===== config.mk =====
export PLATFORM = sky130hd
export DESIGN_NAME = i2c_cfg_slave
export DESIGN_NICKNAME = d
export VERILOG_FILES = /design/src/rtl/i2c_cfg_pkg.sv /design/src/rtl/i2c_cfg_cond.sv /design/src/rtl/i2c_cfg_regs.sv /design/src/rtl/i2c_cfg_ctrl.sv /design/src/rtl/i2c_cfg_slave.sv
export SDC_FILE = /design/constraint.sdc
export NUM_CORES = 2
export LEC_CHECK = 0
export BUFFER_PORTS_ARGS = -buffer_cell sky130_fd_sc_hd__buf_2
export CORE_MARGIN = 8
export CORE_UTILIZATION = 40
export CTS_BUF_LIST = sky130_fd_sc_hd__clkbuf_2
export CTS_CLUSTER_DIAMETER = 50
export DETAILED_ROUTE_END_ITERATION = 10
export GPL_ROUTABILITY_DRIVEN = 1
export PLACE_DENSITY_LB_ADDON = 0.08
export REMOVE_ABC_BUFFERS = 1
export SYNTH_ARGS = -nofsm -noshare
export SYNTH_HDL_FRONTEND = slang
export SYNTH_SLANG_ARGS = --single-unit

===== constraint.sdc =====
create_clock -name clk_i -period 7.1 [get_ports clk_i]
set_input_delay 1.065 -clock clk_i [delete_from_list [all_inputs] [get_ports clk_i]]
set_output_delay 1.065 -clock clk_i [all_outputs]
set_load 0.02 [all_outputs]

===== src/rtl/i2c_cfg_pkg.sv =====
package i2c_cfg_pkg;

    localparam int BYTE_W = 8;

    typedef enum logic [3:0] {
        S_IDLE,
        S_RXBYTE,
        S_ACKSET,
        S_ACKHOLD,
        S_TXBYTE,
        S_TXEND,
        S_MACK,
        S_MACKF,
        S_IGNORE
    } ctrl_state_e;

    typedef enum logic [1:0] {
        K_ADDR,
        K_SUB,
        K_DATA
    } byte_kind_e;

endpackage


===== src/rtl/i2c_cfg_cond.sv =====
module i2c_cfg_cond #(
    parameter int SYNC_STAGES = 2
) (
    input  logic clk_i,
    input  logic rst_ni,
    input  logic scl_i,
    input  logic sda_i,
    output logic scl_o,
    output logic sda_o,
    output logic scl_rise_o,
    output logic scl_fall_o,
    output logic start_o,
    output logic stop_o
);

    localparam int LAST = SYNC_STAGES - 1;

    typedef struct packed {
        logic [SYNC_STAGES-1:0] scl_sh;
        logic [SYNC_STAGES-1:0] sda_sh;
        logic                   scl_prev;
        logic                   sda_prev;
    } cond_t;

    cond_t cond_d, cond_q;

    always_comb begin
        cond_d          = cond_q;
        cond_d.scl_sh   = {cond_q.scl_sh[SYNC_STAGES-2:0], scl_i};
        cond_d.sda_sh   = {cond_q.sda_sh[SYNC_STAGES-2:0], sda_i};
        cond_d.scl_prev = cond_q.scl_sh[LAST];
        cond_d.sda_prev = cond_q.sda_sh[LAST];
    end

    always_ff @(posedge clk_i or negedge rst_ni) begin
        if (!rst_ni) begin
            cond_q <= '1;
        end else begin
            cond_q <= cond_d;
        end
    end

    assign scl_o      = cond_q.scl_sh[LAST];
    assign sda_o      = cond_q.sda_sh[LAST];
    assign scl_rise_o = scl_o && !cond_q.scl_prev;
    assign scl_fall_o = !scl_o && cond_q.scl_prev;
    assign start_o    = scl_o && cond_q.scl_prev && cond_q.sda_prev && !sda_o;
    assign stop_o     = scl_o && cond_q.scl_prev && !cond_q.sda_prev && sda_o;

    AST_COND_EXCLUSIVE: assert property (@(posedge clk_i) disable iff (!rst_ni)
        $onehot0({start_o, stop_o, scl_rise_o, scl_fall_o}));

endmodule


===== src/rtl/i2c_cfg_regs.sv =====
module i2c_cfg_regs #(
    parameter int AW = 8,
    parameter int DW = 8
) (
    input  logic          clk_i,
    input  logic          rst_ni,
    input  logic          wr_en_i,
    input  logic [AW-1:0] wr_addr_i,
    input  logic [DW-1:0] wr_data_i,
    input  logic [AW-1:0] bus_raddr_i,
    output logic [DW-1:0] bus_rdata_o,
    input  logic [AW-1:0] cfg_raddr_i,
    output logic [DW-1:0] cfg_rdata_o
);

    localparam int DEPTH = 1 << AW;

    logic [DW-1:0] mem_d [DEPTH];
    logic [DW-1:0] mem_q [DEPTH];

    always_comb begin
        mem_d = mem_q;
        if (wr_en_i) begin
            mem_d[wr_addr_i] = wr_data_i;
        end
    end

    always_ff @(posedge clk_i or negedge rst_ni) begin
        if (!rst_ni) begin
            for (int i = 0; i < DEPTH; i++) begin
                mem_q[i] <= '0;
            end
        end else begin
            mem_q <= mem_d;
        end
    end

    assign bus_rdata_o = mem_q[bus_raddr_i];
    assign cfg_rdata_o = mem_q[cfg_raddr_i];

    AST_WRITE_LANDS: assert property (@(posedge clk_i) disable iff (!rst_ni)
        wr_en_i |=> (mem_q[$past(wr_addr_i)] == $past(wr_data_i)));

endmodule


===== src/rtl/i2c_cfg_ctrl.sv =====
module i2c_cfg_ctrl
    import i2c_cfg_pkg::*;
#(
    parameter int         AW       = 8,
    parameter logic [6:0] DEV_ADDR = 7'h38
) (
    input  logic              clk_i,
    input  logic              rst_ni,
    input  logic              scl_i,
    input  logic              sda_i,
    input  logic              rise_i,
    input  logic              fall_i,
    input  logic              start_i,
    input  logic              stop_i,
    output logic              sda_oe_o,
    output logic              wr_en_o,
    output logic [AW-1:0]     wr_addr_o,
    output logic [BYTE_W-1:0] wr_data_o,
    output logic [AW-1:0]     rd_addr_o,
    input  logic [BYTE_W-1:0] rd_data_i
);

    typedef struct packed {
        ctrl_state_e       st;
        byte_kind_e        kind;
        logic [2:0]        cnt;
        logic [BYTE_W-1:0] rxsh;
        logic [BYTE_W-1:0] txb;
        logic [AW-1:0]     ptr;
        logic              rw;
        logic              oe;
    } ctrl_t;

    ctrl_t ctrl_d, ctrl_q;

    always_comb begin
        ctrl_d  = ctrl_q;
        wr_en_o = 1'b0;
        if (stop_i) begin
            ctrl_d.st = S_IDLE;
            ctrl_d.oe = 1'b0;
        end else if (start_i) begin
            ctrl_d.st   = S_RXBYTE;
            ctrl_d.kind = K_ADDR;
            ctrl_d.cnt  = '0;
            ctrl_d.rw   = 1'b0;
            ctrl_d.oe   = 1'b0;
        end else begin
            unique case (ctrl_q.st)
                S_IDLE, S_IGNORE: begin
                    ctrl_d.oe = 1'b0;
                end
                S_RXBYTE: begin
                    if (rise_i) begin
                        ctrl_d.rxsh = {ctrl_q.rxsh[BYTE_W-2:0], sda_i};
                        ctrl_d.cnt  = ctrl_q.cnt + 3'd1;
                        if (ctrl_q.cnt == 3'd7) begin
                            ctrl_d.st = S_ACKSET;
                        end
                    end
                end
                S_ACKSET: begin
                    if (fall_i) begin
                        ctrl_d.oe = 1'b1;
                        ctrl_d.st = S_ACKHOLD;
                        unique case (ctrl_q.kind)
                            K_ADDR: begin
                                if (ctrl_q.rxsh[7:1] == DEV_ADDR) begin
                                    ctrl_d.rw   = ctrl_q.rxsh[0];
                                    ctrl_d.kind = K_SUB;
                                end else begin
                                    ctrl_d.oe = 1'b0;
                                    ctrl_d.st = S_IGNORE;
                                end
                            end
                            K_SUB: begin
                                ctrl_d.ptr  = ctrl_q.rxsh[AW-1:0];
                                ctrl_d.kind = K_DATA;
                            end
                            default: begin
                                wr_en_o    = 1'b1;
                                ctrl_d.ptr = ctrl_q.ptr + 1'b1;
                            end
                        endcase
                    end
                end
                S_ACKHOLD, S_MACKF: begin
                    if (fall_i) begin
                        ctrl_d.cnt = '0;
                        if (ctrl_q.rw) begin
                            ctrl_d.txb = rd_data_i;
                            ctrl_d.oe  = ~rd_data_i[BYTE_W-1];
                            ctrl_d.ptr = ctrl_q.ptr + 1'b1;
                            ctrl_d.st  = S_TXBYTE;
                        end else begin
                            ctrl_d.oe = 1'b0;
                            ctrl_d.st = S_RXBYTE;
                        end
                    end
                end
                S_TXBYTE: begin
                    if (rise_i) begin
                        if (ctrl_q.cnt == 3'd7) begin
                            ctrl_d.st = S_TXEND;
                        end else begin
                            ctrl_d.cnt = ctrl_q.cnt + 3'd1;
                        end
                    end else if (fall_i) begin
                        ctrl_d.oe = ~ctrl_q.txb[~ctrl_q.cnt];
                    end
                end
                S_TXEND: begin
                    if (fall_i) begin
                        ctrl_d.oe = 1'b0;
                        ctrl_d.st = S_MACK;
                    end
                end
                S_MACK: begin
                    if (rise_i) begin
                        ctrl_d.st = sda_i ? S_IGNORE : S_MACKF;
                    end
                end
                default: begin
                    ctrl_d.st = S_IDLE;
                    ctrl_d.oe = 1'b0;
                end
            endcase
        end
    end

    always_ff @(posedge clk_i or negedge rst_ni) begin
        if (!rst_ni) begin
            ctrl_q      <= '0;
            ctrl_q.st   <= S_IDLE;
            ctrl_q.kind <= K_ADDR;
        end else begin
            ctrl_q <= ctrl_d;
        end
    end

    assign sda_oe_o  = ctrl_q.oe;
    assign wr_addr_o = ctrl_q.ptr;
    assign wr_data_o = ctrl_q.rxsh;
    assign rd_addr_o = ctrl_q.ptr;

    AST_SDA_MOVES_LOW: assert property (@(posedge clk_i) disable iff (!rst_ni)
        !$stable(ctrl_q.oe) |-> !scl_i);

    AST_IGNORE_QUIET: assert property (@(posedge clk_i) disable iff (!rst_ni)
        (ctrl_q.st == S_IGNORE) |-> !ctrl_q.oe);

    AST_STOP_IDLE: assert property (@(posedge clk_i) disable iff (!rst_ni)
        stop_i |=> (ctrl_q.st == S_IDLE && !ctrl_q.oe));

    AST_START_ADDR: assert property (@(posedge clk_i) disable iff (!rst_ni)
        (start_i && !stop_i) |=> (ctrl_q.st == S_RXBYTE && ctrl_q.kind == K_ADDR && ctrl_q.cnt == 3'd0));

    AST_PTR_STEP: assert property (@(posedge clk_i) disable iff (!rst_ni)
        wr_en_o |=> (ctrl_q.ptr == $past(ctrl_q.ptr) + 1'b1));

endmodule


===== src/rtl/i2c_cfg_slave.sv =====
module i2c_cfg_slave
    import i2c_cfg_pkg::*;
#(
    parameter int         AW          = 8,
    parameter int         SYNC_STAGES = 2,
    parameter logic [6:0] DEV_ADDR    = 7'h38
) (
    input  logic              clk_i,
    input  logic              rst_ni,
    input  logic              scl_i,
    input  logic              sda_i,
    output logic              sda_oe_o,
    input  logic [AW-1:0]     cfg_raddr_i,
    output logic [BYTE_W-1:0] cfg_rdata_o
);

    logic              scl_s, sda_s, scl_rise, scl_fall, bus_start, bus_stop;
    logic              wr_en;
    logic [AW-1:0]     wr_addr, rd_addr;
    logic [BYTE_W-1:0] wr_data, rd_data;

    i2c_cfg_cond #(
        .SYNC_STAGES(SYNC_STAGES)
    ) i_cond (
        .clk_i     (clk_i),
        .rst_ni    (rst_ni),
        .scl_i     (scl_i),
        .sda_i     (sda_i),
        .scl_o     (scl_s),
        .sda_o     (sda_s),
        .scl_rise_o(scl_rise),
        .scl_fall_o(scl_fall),
        .start_o   (bus_start),
        .stop_o    (bus_stop)
    );

    i2c_cfg_ctrl #(
        .AW      (AW),
        .DEV_ADDR(DEV_ADDR)
    ) i_ctrl (
        .clk_i    (clk_i),
        .rst_ni   (rst_ni),
        .scl_i    (scl_s),
        .sda_i    (sda_s),
        .rise_i   (scl_rise),
        .fall_i   (scl_fall),
        .start_i  (bus_start),
        .stop_i   (bus_stop),
        .sda_oe_o (sda_oe_o),
        .wr_en_o  (wr_en),
        .wr_addr_o(wr_addr),
        .wr_data_o(wr_data),
        .rd_addr_o(rd_addr),
        .rd_data_i(rd_data)
    );

    i2c_cfg_regs #(
        .AW(AW),
        .DW(BYTE_W)
    ) i_regs (
        .clk_i      (clk_i),
        .rst_ni     (rst_ni),
        .wr_en_i    (wr_en),
        .wr_addr_i  (wr_addr),
        .wr_data_i  (wr_data),
        .bus_raddr_i(rd_addr),
        .bus_rdata_o(rd_data),
        .cfg_raddr_i(cfg_raddr_i),
        .cfg_rdata_o(cfg_rdata_o)
    );

endmodule


==> out/qor.txt <==
Most used DFF post-synth: dfrtp_1
Initial core utilization: 0.401
Pleak: 54.8 nW
Crit path launch: i_regs.mem_q[992]
CTS clock-pin slew for the worst setup and hold paths: 0.10 ns
Cell Area, Synth: 111000 sq um
DR iter-0 viols: 5491
First-pass GRT wire length: 564000 um
Max-slew violation count: 0
Critical Path AT: 5.44 ns
GP Congestion: 0.837
Hold Crit Class: register to register
Final setup fails: 0
Crit path time final: 6.51 ns
Post_cts resized: 0
Post-route DRC: 0
FP Rows: 193
Critical Path Fanout Max: 3
GRT overflow: 0
Register area share after synthesis: 0.472
Worst Hold Launch: i_cond.cond_d[3]
Die area: 294000 sq um
Post-Route Setup TNS: 0 ns
# clock sinks: 2089
Pre-antenna DRT Iters: 6
Worst Skew: 0.166 ns
Placeable Area: 276000 sq um
Crit end category: primary output
Fin nets: 7062
Synth cell count leaders: 2083 x dfrtp_1, 2060 x mux2_2, 1251 x mux4_2
Synthesized flop and latch total: 2089
Maximum VDD drop: 0.380 mV
Share of flip-flops with an asynchronous set or reset: 1.00
I/O Buffers: 20
Crit Path Class: register to primary output
Drt total wl: 391000 um
P per Cell Area: 230 nW/um^2
Cts bufs inserted: 602
Clock Tree Root: clkbuf_2
Synth top area cells: dfrtp_1 47%, mux4_2 25%, mux2_2 21%, clkbuf_1 1.6%, nor2_1 0.56%
Non-filler cells in the finished layout: 11.1k
Largest net degree at the start of global routing: 181
Worst skew pair latency: 2.10 ns
Max Freq: 154 MHz
Post-Synthesis Cells: 6781
Htree depth: 6
Reg-to-reg critical path startpoint: i_ctrl.ctrl_q[32]
Post-synth top area share: 0.471
Cell with the most instances after synthesis: dfrtp_1
R2R Setup Slk: 2.52 ns
Post-DR wirelength/cell: 35.1 um
Endpoints failing hold: 0
Yosys cell types: 58
Share of cells above drive strength 1: 0.622
Critical Path RT: 6.03 ns
Routed vias/inst: 6.24
DIE WIDTH: 542 um
Bufs on Longest Clock Path: 4
Top-Level Pins: 21
Number of global-route vias before repair: 72.7k
Dpl cells: 10.1k
MaxCap Viol Count: 0
Mean area per synthesized cell: 16.3 sq um
Via total after detailed routing: 69.4k
Yosys warning count: 0
HPWL Detailed: 252000 um
Least-Margin Pin Slew: 1.36 ns
EDFF count, synth: 0
Vert. Die Dim: 542 um
Layout area overhead: 9.17%
Period utilisation layout: 0.916
Status: finished, final reports clean
RSZ-0062 raised after global routing: no
Worst setup SP type: register
Largest area contributor in the netlist: dfrtp_1
GR Util All Layers: 0.264
Slew margin rel.: 0.0918
CTS tree: yes
Initial antenna violation count: 20
Final antenna-violating net count: 0
-- worst paths after layout --
check / cells after the start / end
min: 0 / i_cond.sda_o
min reg2reg: 0 / i_cond.sda_o
max: 6 / cfg_rdata_o[0]
max reg2reg: 8 / i_regs.mem_q[1041]
min in group asynchronous: 4 / i_regs.mem_q[1473]
max in group asynchronous: 5 / i_regs.mem_q[76]
-- critical path: stages, from the launching register on --
cell and delay [ns]:
dfrtp_1 0.42, mux4_2 0.50, mux4_2 0.55, mux4_2 0.62, a22oi_1 0.70, nand2_1 0.30
buf_2 0.26
-- stage by stage --
step | area [sq um] | utilization | total power, W | hold slack, ns | setup slack, ns
floorplan | 108000 | - | 0.0152 | 0.345 | -14.94
global route | 121000 | 0.438 | 0.0291 | 0.356 | 0.378
global placement | 116000 | 0.419 | 0.0188 | 0.346 | 0.987
CTS | 121000 | 0.438 | 0.0282 | 0.226 | 0.343
detailed placement | 116000 | 0.419 | 0.0189 | 0.348 | 1.03
finish | 121000 | 0.438 | 0.0278 | 0.370 | 0.594
-- cells by family (layout without fill, tap and decap cells) --
kind of cell	after synthesis	count (layout)	synth area share
AO/OA/AOI/OAI	280	280	0.0186
multiplexers	3325	3325	0.465
buffers and inverters	628	1264	0.0235
flip-flops	2089	2089	0.472
XOR/XNOR	3	3	0.000237
adder cells (fa/ha/maj)	6	6	0.000678
other	0	11	0
AND/OR/NAND/NOR	450	450	0.0196
-- flip-flops by register name, summed over array words and instances, names as in the netlist --
name and count:
i_ctrl.rd_addr_o 8, i_ctrl.wr_data_o 8, i_cond.cond_q 2, i_cond.sda_o 1
i_ctrl.sda_oe_o 1, i_cond.cond_d 2, i_ctrl.ctrl_q 18, i_cond.scl_o 1
i_regs.mem_q 2048
-- layout make-up --
type                            count  area (sq um)
Timing Repair Buffer              278          2710
Clock buffer                      854          4270
Fill cell                       24900        155000
Tap cell                         3705          4640
Antenna cell                       11          27.5
Multi-Input combinational cell   4064         55900
Sequential cell                  2089         52300
Inverter                            9          33.8
Clock inverter                    123           955
-- per-layer routing --
layer / share of wire / track usage / up-vias
li1: - / - / 27700
met1: 0.44 / 0.377 / 38600
met2: 0.45 / 0.397 / 2466
met3: 0.070 / 0.0621 / 699
met4: 0.037 / 0.0890 / 18
met5: 0.00041 / 0 / -
-- power breakdown --
| group | leakage [nW] | internal (W) | switching [W] |
|---|---|---|---|
| Clock | 4.00 | 0.00376 | 0.00545 |
| Combinational | 21.6 | 0.00168 | 0.00451 |
| Sequential | 29.1 | 0.0119 | 0.000459 |
| Total | 54.8 | 0.0174 | 0.0104 |
-- layout by cell type, fill, tap and decap left out, drive strengths merged, types with 3 or more instances in the layout --
| cell type | n |
|---|---|
| a22o | 48 |
| nor2b | 7 |
| mux2 | 2060 |
| and2 | 4 |
| clkbuf | 855 |
| a21oi | 39 |
| ha | 6 |
| nand3b | 3 |
| diode | 11 |
| mux2i | 14 |
| buf | 269 |
| dlygate4sd3 | 8 |
| or2 | 3 |
| bufinv | 16 |
| nand2b | 6 |
| xnor2 | 3 |
| o22ai | 28 |
| clkinvlp | 9 |
| nand4 | 10 |
| a22oi | 54 |
| inv | 26 |
| nor2 | 232 |
| nor4 | 6 |
| nor3 | 5 |
| dfstp | 6 |
| a221oi | 51 |
| nand2 | 85 |
| o41ai | 5 |
| nand3 | 76 |
| a32oi | 4 |
| mux4 | 1251 |
| o21ai | 29 |
| dfrtp | 2083 |
| clkinv | 81 |
-- what timing repair did --
item / CTS / global route
buffers inserted: 0 / 0
setup endpoints to repair: 0 / 0
hold buffers: 9 / 0
hold endpoints to repair: 1690 / 0
Power figures use the tool's default switching activity.
